===== config.mk =====
export PLATFORM = sky130hd
export DESIGN_NAME = bdTimerCtrl
export DESIGN_NICKNAME = d
export VERILOG_FILES = /design/src/rtl/bdTimerPkg.sv /design/src/rtl/bdCmdDecode.sv /design/src/rtl/bdFlagCtrl.sv /design/src/rtl/bdTimerCtrl.sv
export SDC_FILE = /design/constraint.sdc
export NUM_CORES = 1
export LEC_CHECK = 0
export BUFFER_PORTS_ARGS = -buffer_cell sky130_fd_sc_hd__clkbuf_2
export CAP_MARGIN = 0
export CELL_PAD_IN_SITES_DETAIL_PLACEMENT = 1
export CELL_PAD_IN_SITES_GLOBAL_PLACEMENT = 1
export CORE_UTILIZATION = 28
export CTS_CLUSTER_DIAMETER = 200
export DETAILED_ROUTE_END_ITERATION = 10
export HOLD_SLACK_MARGIN = 0.15
export MAX_ROUTING_LAYER = met4
export PLACE_DENSITY = 0.82
export SETUP_SLACK_MARGIN = 0.1
export SYNTH_ARGS = -nofsm -noshare
export SYNTH_HDL_FRONTEND = slang
export SYNTH_HIERARCHICAL = 1
export SYNTH_SLANG_ARGS = --single-unit

===== constraint.sdc =====
create_clock -name clk -period 2.5 [get_ports clk]
set_input_delay 0.5 -clock clk [delete_from_list [all_inputs] [get_ports clk]]
set_output_delay 0.5 -clock clk [all_outputs]
set_load 0.05 [all_outputs]

===== src/rtl/bdTimerPkg.sv =====
package bdTimerPkg;

  localparam int FN_W = 5;
  localparam int SA_W = 4;

  typedef struct packed {
    logic rdCnt;       // read hold level
    logic testL;       // L test (Q source)
    logic clrL;        // clear L at second strobe
    logic enL;         // enable L at first strobe
    logic disL;        // disable L at first strobe
    logic testBusy;    // Busy test (Q source)
    logic startZero;   // clear counter and start
    logic loadCnt;     // counter load window
    logic wrDiv;       // divider write
    logic presetPulse; // preset-out pulse
    logic init;        // Initialize
  } cmdStrobes_t;

endpackage


===== src/rtl/bdCmdDecode.sv =====
module bdCmdDecode
  import bdTimerPkg::*;
#(
  parameter int FN_READ  = 0,
  parameter int FN_TSTA  = 8,
  parameter int FN_CLRL  = 10,
  parameter int FN_LOAD  = 16,
  parameter int FN_DISL  = 24,
  parameter int FN_ENL   = 26,
  parameter int FN_TBSY  = 27,
  parameter int FN_SZERO = 28
) (
  input  logic            clk,
  input  logic            rstN,
  input  logic            modSel,
  input  logic [FN_W-1:0] fnCode,
  input  logic [SA_W-1:0] subAddr,
  input  logic            strobe1,
  input  logic            strobe2,
  input  logic            initZ,
  output cmdStrobes_t     cmd
);

  logic addressed;
  logic dataPhase;
  logic isRead, isTestA, isClrL, isLoad, isDisL, isEnL, isTBusy, isSZero;

  assign addressed = modSel && (subAddr == '0);

  assign isRead  = addressed && (fnCode == FN_W'(FN_READ));
  assign isTestA = addressed && (fnCode == FN_W'(FN_TSTA));
  assign isClrL  = addressed && (fnCode == FN_W'(FN_CLRL));
  assign isLoad  = addressed && (fnCode == FN_W'(FN_LOAD));
  assign isDisL  = addressed && (fnCode == FN_W'(FN_DISL));
  assign isEnL   = addressed && (fnCode == FN_W'(FN_ENL));
  assign isTBusy = addressed && (fnCode == FN_W'(FN_TBSY));
  assign isSZero = addressed && (fnCode == FN_W'(FN_SZERO));

  // window from the edge after the first strobe through the second strobe
  always_ff @(posedge clk or negedge rstN) begin
    if (!rstN)                   dataPhase <= 1'b0;
    else if (initZ && strobe2)   dataPhase <= 1'b0;
    else if (strobe1)            dataPhase <= 1'b1;
    else if (strobe2)            dataPhase <= 1'b0;
  end

  always_comb begin
    cmd             = '0;
    cmd.rdCnt       = isRead;
    cmd.testL       = isTestA || isClrL;
    cmd.clrL        = isClrL && strobe2;
    cmd.enL         = isEnL && strobe1;
    cmd.disL        = isDisL && strobe1;
    cmd.testBusy    = isTBusy;
    cmd.startZero   = isSZero && strobe1;
    cmd.loadCnt     = isLoad && dataPhase;
    cmd.wrDiv       = isLoad && strobe1;
    cmd.presetPulse = isLoad && strobe2;
    cmd.init        = initZ && strobe2;
  end

endmodule


===== src/rtl/bdFlagCtrl.sv =====
module bdFlagCtrl
  import bdTimerPkg::*;
(
  input  logic        clk,
  input  logic        rstN,
  input  cmdStrobes_t cmd,
  input  logic        busB,
  input  logic        startPulse,
  input  logic        restartPulse,
  input  logic        stopPulse,
  input  logic        endIn,
  input  logic        inTick,
  output logic        busy,
  output logic        irqL,
  output logic        qResp,
  output logic        restartFire
);

  logic done, irqEn, clrInhibit, restartPend;
  logic cycleStart, endEvent, clearL;

  assign restartFire = restartPend && inTick && !busy && !cmd.init;
  assign cycleStart  = startPulse || cmd.startZero || restartFire;
  assign endEvent    = endIn && busy;
  assign clearL      = cmd.clrL && irqEn;

  always_ff @(posedge clk or negedge rstN) begin
    if (!rstN)               busy <= 1'b0;
    else if (cmd.init)       busy <= 1'b0;
    else if (stopPulse)      busy <= 1'b0;
    else if (endEvent)       busy <= 1'b0;
    else if (cycleStart)     busy <= 1'b1;
  end

  always_ff @(posedge clk or negedge rstN) begin
    if (!rstN)                          done <= 1'b0;
    else if (cmd.init)                  done <= 1'b0;
    else if (endEvent && !clrInhibit)   done <= 1'b1;
    else if (cycleStart || clearL)      done <= 1'b0;
  end

  always_ff @(posedge clk or negedge rstN) begin
    if (!rstN)               irqEn <= 1'b0;
    else if (cmd.init)       irqEn <= 1'b0;
    else if (cmd.disL)       irqEn <= 1'b0;
    else if (cmd.enL)        irqEn <= 1'b1;
  end

  always_ff @(posedge clk or negedge rstN) begin
    if (!rstN)               clrInhibit <= 1'b0;
    else if (cmd.init)       clrInhibit <= 1'b0;
    else if (cycleStart)     clrInhibit <= 1'b0;
    else if (clearL)         clrInhibit <= 1'b1;
  end

  always_ff @(posedge clk or negedge rstN) begin
    if (!rstN)               restartPend <= 1'b0;
    else if (cmd.init)       restartPend <= 1'b0;
    else if (restartPulse)   restartPend <= 1'b1;
    else if (busy)           restartPend <= 1'b0;
  end

  assign irqL = done && irqEn && !busB;

  always_comb begin
    if (cmd.testL)          qResp = done && irqEn;
    else if (cmd.testBusy)  qResp = busy;
    else                    qResp = 1'b0;
  end

endmodule


===== src/rtl/bdTimerCtrl.sv =====
module bdTimerCtrl
  import bdTimerPkg::*;
(
  input  logic            clk,
  input  logic            rstN,
  input  logic            modSel,
  input  logic [FN_W-1:0] fnCode,
  input  logic [SA_W-1:0] subAddr,
  input  logic            strobe1,
  input  logic            strobe2,
  input  logic            initZ,
  input  logic            busB,
  input  logic            startPulse,
  input  logic            restartPulse,
  input  logic            stopPulse,
  input  logic            endIn,
  input  logic            inTick,
  output logic            irqL,
  output logic            qResp,
  output logic            cntLoad,
  output logic            cntClear,
  output logic            divWrite,
  output logic            divClear,
  output logic            presetOut,
  output logic            readHold,
  output logic            busyGate
);

  cmdStrobes_t cmd;
  logic restartFire;

  bdCmdDecode uDecode (
    .clk     (clk),
    .rstN    (rstN),
    .modSel  (modSel),
    .fnCode  (fnCode),
    .subAddr (subAddr),
    .strobe1 (strobe1),
    .strobe2 (strobe2),
    .initZ   (initZ),
    .cmd     (cmd)
  );

  bdFlagCtrl uFlags (
    .clk          (clk),
    .rstN         (rstN),
    .cmd          (cmd),
    .busB         (busB),
    .startPulse   (startPulse),
    .restartPulse (restartPulse),
    .stopPulse    (stopPulse),
    .endIn        (endIn),
    .inTick       (inTick),
    .busy         (busyGate),
    .irqL         (irqL),
    .qResp        (qResp),
    .restartFire  (restartFire)
  );

  assign cntLoad   = cmd.loadCnt;
  assign cntClear  = cmd.startZero || restartFire || cmd.init;
  assign divWrite  = cmd.wrDiv;
  assign divClear  = cmd.init;
  assign presetOut = cmd.presetPulse;
  assign readHold  = cmd.rdCnt;

endmodule


==> results of run 1 <==
==> cell families (layout without fill, tap and decap cells) <==
kind of cell / Yosys count / in the layout / share of synthesized area (%)
AOI/OAI and AO/OA: 6 / 6 / 8.14
buffers and inverters: 9 / 43 / 10.2
DFF: 6 / 6 / 30.5
and+or+nand+nor: 36 / 36 / 51.1
==> final timing paths <==
| path | startpoint | end | slack, ps | depth (start not counted) |
|---|---|---|---|---|
| worst min-delay path | initZ | uDecode/dataPhase$_DFFE_PN0P_ | 460 | 2 |
| min in group asynchronous | rstN | uFlags/busy$_DFFE_PN0P_ | 630 | 2 |
| worst min register to register | uFlags/clrInhibit$_DFFE_PN0P_ | uFlags/done$_DFFE_PN0P_ | 470 | 1 |
| worst max register to register | uFlags/busy$_DFFE_PN0P_ | uFlags/busy$_DFFE_PN0P_ | 1150 | 3 |
| worst max-delay path | fnCode[0] | divWrite | 140 | 5 |
| max in group asynchronous | rstN | uFlags/irqEn$_DFFE_PN0P_ | 1710 | 2 |
==> worst max-delay path: cells and delay by family <==
kind,cells,cell delay (ps)
AND/OR/NAND/NOR,2,810
buffers and inverters,3,540
==> sequential cells by signal, indices dropped and copies added (netlist names) <==
signal,count
uDecode/dataPhase,1
uFlags/busy,1
uFlags/clrInhibit,1
uFlags/done,1
uFlags/irqEn,1
uFlags/restartPend,1
==> what timing repair did <==
item / CTS / global route
hold endpoints to repair: 6 / 0
hold buffers: 1 / 0
resized for setup: 2 / 12
setup endpoints to repair: 2 / 6
==> per-layer routing <==
layer | global-route usage [%] | vias to the layer above | part of all wire (%)
met2 | 28.7 | 23 | 49
met1 | 25.1 | 265 | 44
li1 | - | 280 | -
met5 | - | - | 0
met3 | 2.50 | 2 | 5.4
met4 | 7.27 | 0 | 0.97
==> layout make-up <==
class | instances | area share, %
repair buffers | 35 | 28.4
flip-flops and latches | 6 | 20.8
clock buffers | 3 | 3.12
inverters | 5 | 2.60
well taps | 16 | 2.77
multi-input cells | 42 | 42.3
==> power by group <==
group / leakage, nW / switching [mW] / internal [mW]
clock: 0.0138 / 0.0342 / 0.0543
combinational: 0.250 / 0.0434 / 0.0305
sequential: 0.0774 / 0.00476 / 0.103
total: 0.341 / 0.0824 / 0.188
==> synthesized netlist by cell type, drive strengths merged <==
master	count	area (um^2)
and2	1	6.26
or3	2	17.5
or4b	2	23.8
inv	5	18.8
o21ai	1	5.00
a21oi	2	10.0
nand2	4	15.0
and4bb	1	12.5
nor3	8	40.0
nand3	3	15.0
nor4b	1	15.0
nand4b	1	8.76
or2	1	6.26
o32ai	1	8.76
nand3b	2	15.0
buf	4	31.3
o211a	1	10.0
or4bb	1	11.3
or4	1	8.76
o22ai	1	6.26
dfrtp	6	150
nor4	3	37.5
nor2	5	18.8
==> results.json, run 1 <==
{
  "fmax_mhz": 423,
  "ir_drop_mv": 0.274,
  "initialDrtViolationCount": 14,
  "ys_seq_area_share_pct": 30.5,
  "crit_path_max_fanout": 7,
  "finalPower_mw": 0.270,
  "worst-setup-path-type": "in2out",
  "overflow": 0,
  "synth_fp_nets": 78,
  "cts_buffer_depth": 2,
  "via_count": 570,
  "initial_core_util_pct": 31.2,
  "wl_mm": 1.55,
  "cts-buffers-inserted": 3,
  "max_cap_violations": 0,
  "hold_violations": 0,
  "ys_seq_elements": 6,
  "design_area_um2": 722,
  "grt_start_max_net_pins": 9,
  "syn_avg_cell_area_um2": 8.63,
  "setup_viol": 0,
  "final_cell_mix": "clkbuf_2 (24), buf_4 (9), nor3_1 (6), dfrtp_1 (6)",
  "slew_headroom_pct": 81.5,
  "synth_area_um2": 492,
  "tritoncts": "done",
  "crit_path_top_delay_cell": "or4b_1",
  "wl_per_cell_um": 14.4,
  "drtPass1Iterations": 7,
  "hold_slack_ps": 464,
  "core_um2": 1580,
  "violations": "DRC",
  "synthCells": 57,
  "die_y_um": 43.9,
  "post_drt_via_cell_ratio": 5.33,
  "grt_pass1_vias": 567,
  "place.gp.congestion": 0.766,
  "setup_tns_ps": 0,
  "min_period_over_period_pct": 94.5,
  "ys_types": 27,
  "cp-end-kind": "output port",
  "ant_nets": 0,
  "area_growth_pct": 46.8,
  "grt_pass1_wl_mm": 2.57,
  "dpl.hpwl_mm": 1.28,
  "route.detailed.drc": 3,
  "final_core_util_pct": 45.8,
  "postPlaceCellArea_um2": 667,
  "crit_path_start_kind": "input pin",
  "yosys_warnings": 6,
  "cts.sinks": 6,
  "rows": 14,
  "postCtsSetupBuffers": 0,
  "die_x_um": 43.9,
  "p_per_area_nw_per_um2": 374,
  "cts-root-buf": "clkbuf_4",
  "arrival_ps": 1860,
  "required_ps": 2000,
  "finalClockSkew_ps": 4.45,
  "critPathMaxStageDelay_ps": 580,
  "antennaDiodeCount": 0,
  "place_ws_ps": 17.4,
  "min_path_type": "in2reg",
  "stdcell_count": 107,
  "finalNetCount": 114,
  "cp_cell_sequence": "clkbuf_2, or4b_1, buf_4, nor4_2, buf_4",
  "grt.total_usage_pct": 18.7,
  "leakage_nw": 0.341,
  "h-tree-depth": 1,
  "tightest_slew_ps": 279,
  "path_clk_slew_ps": 40,
  "port_buffers": 29,
  "final_common_cell": "clkbuf_2",
  "dieArea_um2": 1930,
  "fillers": 206,
  "multi_input_area_um2": 305,
  "fin_crit_ps": 2360,
  "grt_antenna_before_repair": 0,
  "slew_viol_final": 0,
  "io_pins": 30,
  "setup_slack_ps": 139,
  "crit_path_frequent_cell": "buf_4",
  "regArea_um2": 150,
  "drive_above_1_share_pct": 52.7,
  "outcome": "finished, violations left",
  "dp.cells": 103,
  "grt_setup_unrepaired": "yes",
  "clkLatencyLatePin_ps": 240
}
Power figures use the tool's default switching activity.
==> run 2: changes to the inputs <==
Settings changed: GPL_TIMING_DRIVEN from default to 0.
==> run 2 against run 1 <==
  * The flow finishes with violations (DRC, setup timing)
  * Utilization rose by 5.6 points
  * First-iteration DRC count down 50%
  * Global-route usage rose by 0.62 points
  * Combinational power increased by 6.8%
  * Critical path depth grew 3
  * Clock power is 5.6% higher
  * Largest cell class unchanged
==> results.json, run 2 (synthesis results as in run 1) <==
{
  "outcome": "finished, violations left",
  "violations": "DRC, setup timing",
  "rr_endpoint": "uFlags/busy$_DFFE_PN0P_",
  "grt.total_usage_pct": 19.4,
  "place_ws_ps": -143,
  "min_path_type": "in2reg",
  "multi_input_area_um2": 357,
  "critPathMaxStageDelay_ps": 520,
  "die_x_um": 43.9,
  "antennaDiodeCount": 0,
  "final_common_cell": "clkbuf_2",
  "crit_path_frequent_cell": "buf_6",
  "finalNetCount": 114,
  "crit_start": "subAddr[1]",
  "leakage_nw": 0.396,
  "r2r_cells": 3,
  "via_count": 577,
  "p_per_area_nw_per_um2": 347,
  "clkLatencyLatePin_ps": 250,
  "crit_path_max_fanout": 3,
  "setup_viol": 1,
  "tightest_slew_ps": 296,
  "min_path_cells": 2,
  "tritoncts": "done",
  "ir_drop_mv": 0.219,
  "wl_per_cell_um": 15.2,
  "min_to": "uDecode/dataPhase$_DFFE_PN0P_",
  "finalClockSkew_ps": 4.81,
  "hold_violations": 0,
  "reg2reg_from": "uFlags/busy$_DFFE_PN0P_",
  "wl_mm": 1.63,
  "slew_viol_final": 0,
  "fin_crit_ps": 2530,
  "cp-end-kind": "output port",
  "initialDrtViolationCount": 7,
  "h-tree-depth": 1,
  "fmax_mhz": 396,
  "crit_path_start_kind": "input pin",
  "drive_above_1_share_pct": 52.7,
  "port_buffers": 29,
  "drtPass1Iterations": 6,
  "final_core_util_pct": 51.3,
  "path_buf_inv": 4,
  "final_cell_mix": "clkbuf_2 (22), nor3_1 (7), dfrtp_1 (6)",
  "ff2ff_setup_slack_ps": 1110,
  "die_y_um": 43.9,
  "cts_buffer_depth": 2,
  "hold_slack_ps": 451,
  "min_period_over_period_pct": 101,
  "setup_slack_ps": -27.2,
  "cp_cell_sequence": "buf_6, or4b_4, buf_6, nor4b_4, buf_4, nand2_4, o21ai_4, buf_8",
  "grt_pass1_vias": 606,
  "grt_start_max_net_pins": 10,
  "ant_nets": 0,
  "place.gp.congestion": 0.709,
  "core_um2": 1580,
  "route.detailed.drc": 3,
  "grt_antenna_before_repair": 0,
  "arrival_ps": 2030,
  "rows": 14,
  "required_ps": 2000,
  "regArea_um2": 150,
  "cts-root-buf": "clkbuf_4",
  "io_pins": 30,
  "initial_core_util_pct": 31.2,
  "min_from": "initZ",
  "dieArea_um2": 1930,
  "post_drt_via_cell_ratio": 5.39,
  "dpl.hpwl_mm": 1.12,
  "overflow": 0,
  "crit_family": "simple AND/OR/NAND/NOR gates",
  "path_clk_slew_ps": 50,
  "cts-buffers-inserted": 3,
  "cts.sinks": 6,
  "grt_setup_unrepaired": "yes",
  "max_cap_violations": 0,
  "grt_pass1_wl_mm": 2.62,
  "area_growth_pct": 64.6,
  "slew_headroom_pct": 80.1,
  "worst-setup-path-type": "in2out",
  "finalPower_mw": 0.281,
  "crit_path_top_delay_cell": "or4b_4",
  "fillers": 200
}
## run 2: cell types whose count changed in the layout (fill, tap and decap cells not counted), sizes merged
cell / change
buf: -2
clkbuf: +2
## run 2: per-layer routing
layer	wire length, um	track usage, %	up-vias
li1	-	-	277
met1	650	21.0	273
met2	881	34.6	25
met3	83	2.50	2
met4	9	9.09	0
met5	0	-	-
## run 2: repair_timing
item / 4_1_cts / 5_1_grt
resized for setup: 11 / 11
setup buffers: 1 / 0
hold endpoints to repair: 6 / 0
endpoints found under the setup margin: 2 / 6
pin swaps: 2 / 5
hold buffers: 1 / 0
## run 2: area by class of cell
type,instances,share of cell area (%)
buffer,4,3.86
inverter,5,2.32
timing repair buffer,31,26.0
sequential,6,18.5
tap,16,2.47
clock buffer,3,2.78
multi-input combinational,42,44.0
## run 2: worst max path at each step
stage	end	slack, ps	cells past startpoint
2_1_floorplan	cntLoad	-120	3
3_3_place_gp	qResp	-120	8
3_5_place_dp	qResp	-140	8
4_1_cts	qResp	-30	8
5_1_grt	qResp	-90	8
6_report	qResp	-30	8
## run 2: power breakdown
| group | switching (mW) | total [mW] | internal (mW) |
|---|---|---|---|
| sequential | 0.00553 | 0.109 | 0.103 |
| combinational | 0.0468 | 0.0790 | 0.0321 |
| clock | 0.0389 | 0.0935 | 0.0546 |
| total | 0.0912 | 0.281 | 0.190 |
## run 2: through the flow
stage	area [um^2]	std cells	setup TNS (ps)
floorplan	495	57	-418
global placement	661	102	-119
detailed placement	661	102	-143
CTS	749	107	-35.0
global route	810	107	-87.1
finish	810	107	-27.2
==> run 3: changes to the inputs <==
Settings changed: ABC_AREA from default to 1, CORE_UTILIZATION 28 to 26, PLACE_DENSITY 0.82 to 0.81.
==> run 3 against run 2 <==
  * Power is 3.5% lower
  * Clock skew is 0.73 ps lower
  * Die area is 9.7% higher
  * Highest routed layer is now met3
  * Cell count is 31% higher
  * Critical path depth is 1 higher
  * First-iteration DRC count is 57% lower
  * The run now ends clean
  * Fmax is 21% higher
==> results.json, run 3 <==
{
  "grt_pass1_wl_mm": 2.08,
  "initial_core_util_pct": 28.5,
  "crit_family": "simple AND/OR/NAND/NOR gates",
  "min_to": "uFlags/restartPend$_DFFE_PN0P_",
  "async_reset_ff_share_pct": 100,
  "wl_per_cell_um": 9.49,
  "path_clk_slew_ps": 50,
  "leakage_nw": 0.402,
  "grt_antenna_before_repair": 0,
  "core_um2": 1760,
  "crit_path_top_delay_cell": "clkbuf_2",
  "ff2ff_setup_slack_ps": 1530,
  "rows": 15,
  "min_path_type": "in2reg",
  "synth_fa_ha_area_share_pct": 0,
  "p_per_area_nw_per_um2": 381,
  "drive_above_1_share_pct": 36.5,
  "reg2reg_from": "uFlags/busy$_DFFE_PN0P_",
  "io_pins": 30,
  "cts.sinks": 6,
  "hold_slack_ps": 475,
  "port_buffers": 29,
  "finalNetCount": 138,
  "hold_violations": 0,
  "cts-root-buf": "clkbuf_4",
  "h-tree-depth": 1,
  "rr_endpoint": "uFlags/done$_DFFE_PN0P_",
  "dp.cells": 136,
  "synth_compound_area_share_pct": 6.47,
  "synth_top_area_cell": "dfrtp_1",
  "setup_slack_ps": 406,
  "clkLatencyLatePin_ps": 250,
  "via_count": 596,
  "yosys-top-cells-area": "dfrtp_1 (30%), nor2_1 (16%), inv_1 (12%)",
  "r2r_cells": 4,
  "max_cap_violations": 0,
  "min_from": "restartPulse",
  "ir_drop_mv": 0.215,
  "overflow": 0,
  "antennaDiodeCount": 0,
  "cts_buffer_depth": 2,
  "grt_pass1_vias": 517,
  "synthCells": 82,
  "setup_viol": 0,
  "arrival_ps": 1590,
  "initialDrtViolationCount": 3,
  "wl_mm": 1.33,
  "ys.flop_type": "dfrtp_1",
  "synth_xor_area_share_pct": 0,
  "min_period_over_period_pct": 83.8,
  "stdcell_count": 140,
  "area_growth_pct": 41.5,
  "critPathMaxStageDelay_ps": 280,
  "synth.area.mux_share_pct": 0,
  "synth-edff-count": 0,
  "path_buf_inv": 2,
  "route.detailed.drc": 0,
  "synth_fp_nets": 103,
  "final_common_cell": "clkbuf_2",
  "ys_seq_area_share_pct": 29.9,
  "finalClockSkew_ps": 4.08,
  "cts-buffers-inserted": 3,
  "synth_top_family_by_area": "simple AND/OR/NAND/NOR gates",
  "crit_path_start_kind": "input pin",
  "fin_crit_ps": 2090,
  "ctsResizeCount": 0,
  "synth_top_area_share_pct": 29.9,
  "ys_seq_elements": 6,
  "dpl.hpwl_mm": 1.18,
  "grt_start_max_net_pins": 10,
  "synth_area_um2": 503,
  "dieArea_um2": 2110,
  "outcome": "finished clean",
  "slew_headroom_pct": 82.0,
  "drtPass1Iterations": 3,
  "netlist_top_cells_count": "nor2_1 (22), inv_1 (16), nand2_1 (13)",
  "fmax_mhz": 478,
  "ys_types": 15,
  "cp-end-kind": "output port",
  "required_ps": 2000,
  "yosys_warnings": 6,
  "syn_avg_cell_area_um2": 6.13,
  "final_cell_mix": "clkbuf_2 (29), nor2_1 (22), inv_1 (16)",
  "die_x_um": 46.0,
  "synth_simple_gate_area_share_pct": 48.8,
  "grt_setup_unrepaired": "no",
  "crit_path_max_fanout": 4,
  "tightest_slew_ps": 269,
  "cp_cell_sequence": "clkbuf_2, nor2_1, nand2_1, nor2_4, nand2_1, nor2_1, nand3_1, o21ai_1, clkbuf_2",
  "worst-setup-path-type": "in2out",
  "die_y_um": 46.0,
  "yosysMostFrequentCell": "nor2_1",
  "place_ws_ps": 382,
  "ant_nets": 0,
  "tritoncts": "done",
  "place.gp.congestion": 0.701,
  "post_drt_via_cell_ratio": 4.26,
  "grt.total_usage_pct": 14.7,
  "setup_tns_ps": 0,
  "slew_viol_final": 0,
  "min_path_cells": 3
}
[run 3: changes by cell type after synthesis, moves of 3 or more]
| cell | previous run | this run |
|---|---|---|
| nand2_2 | 0 | 4 |
| nor4_2 | 3 | 0 |
| nor2_1 | 5 | 22 |
| nand2_1 | 4 | 13 |
| nor2_4 | 0 | 3 |
| inv_1 | 5 | 16 |
| nor3_1 | 8 | 2 |
[run 3: how the worst max path moves through the flow]
stage | endpoint | cells after the start | slack (ps) | from
global route | qResp | 9 | 230 | subAddr[1]
global placement | qResp | 9 | 430 | subAddr[1]
finish | qResp | 9 | 410 | subAddr[1]
floorplan | qResp | 8 | 240 | subAddr[1]
detailed placement | qResp | 9 | 380 | subAddr[1]
CTS | qResp | 9 | 380 | subAddr[1]
[run 3: timing repair]
action / in CTS / in global routing
setup buffers: 0 / 0
hold buffers: 1 / 0
hold endpoints to repair: 6 / 0
setup endpoints to repair: 0 / 0
[run 3: per-stage QoR]
step                util [%]  power, mW  instance area, um^2
finish                  40.4      0.271                  712
global route            40.4      0.292                  712
CTS                     40.4      0.277                  712
detailed placement      38.5      0.182                  679
global placement        38.5      0.179                  679
floorplan                  -      0.150                  503
[run 3: cell type report]
type / instances / area, um^2
timing repair buffer: 30 / 155
fill: 276 / 1050
multi-input combinational: 58 / 278
inverter: 16 / 60.1
tap: 25 / 31.3
sequential: 6 / 150
buffer: 2 / 15.0
clock buffer: 3 / 22.5
[run 3: layer usage]
| layer | part of all wire, % | GRT usage [%] | vias up |
|---|---|---|---|
| li1 | - | - | 311 |
| met1 | 41 | 15.6 | 272 |
| met2 | 55 | 24.5 | 13 |
| met3 | 4.6 | 7.14 | 0 |
| met4 | 0 | 3.53 | 0 |
| met5 | 0 | - | - |
[run 3: report_power, final]
group          switching, mW  internal [mW]
Sequential           0.00384          0.103
Combinational         0.0471         0.0265
Clock                 0.0363         0.0544
[run 3: cell families after synthesis]
family                 Yosys count
AOI/OAI and AO/OA                6
DFF                              6
and+or+nand+nor                 52
buffers and inverters           18
[run 3: worst reg2reg max path: stages (launching register included)]
cell     delay [ps]
dfrtp_1         420
nor2_1          190
nand2_2         100
nand3_1          80
a21oi_1          60
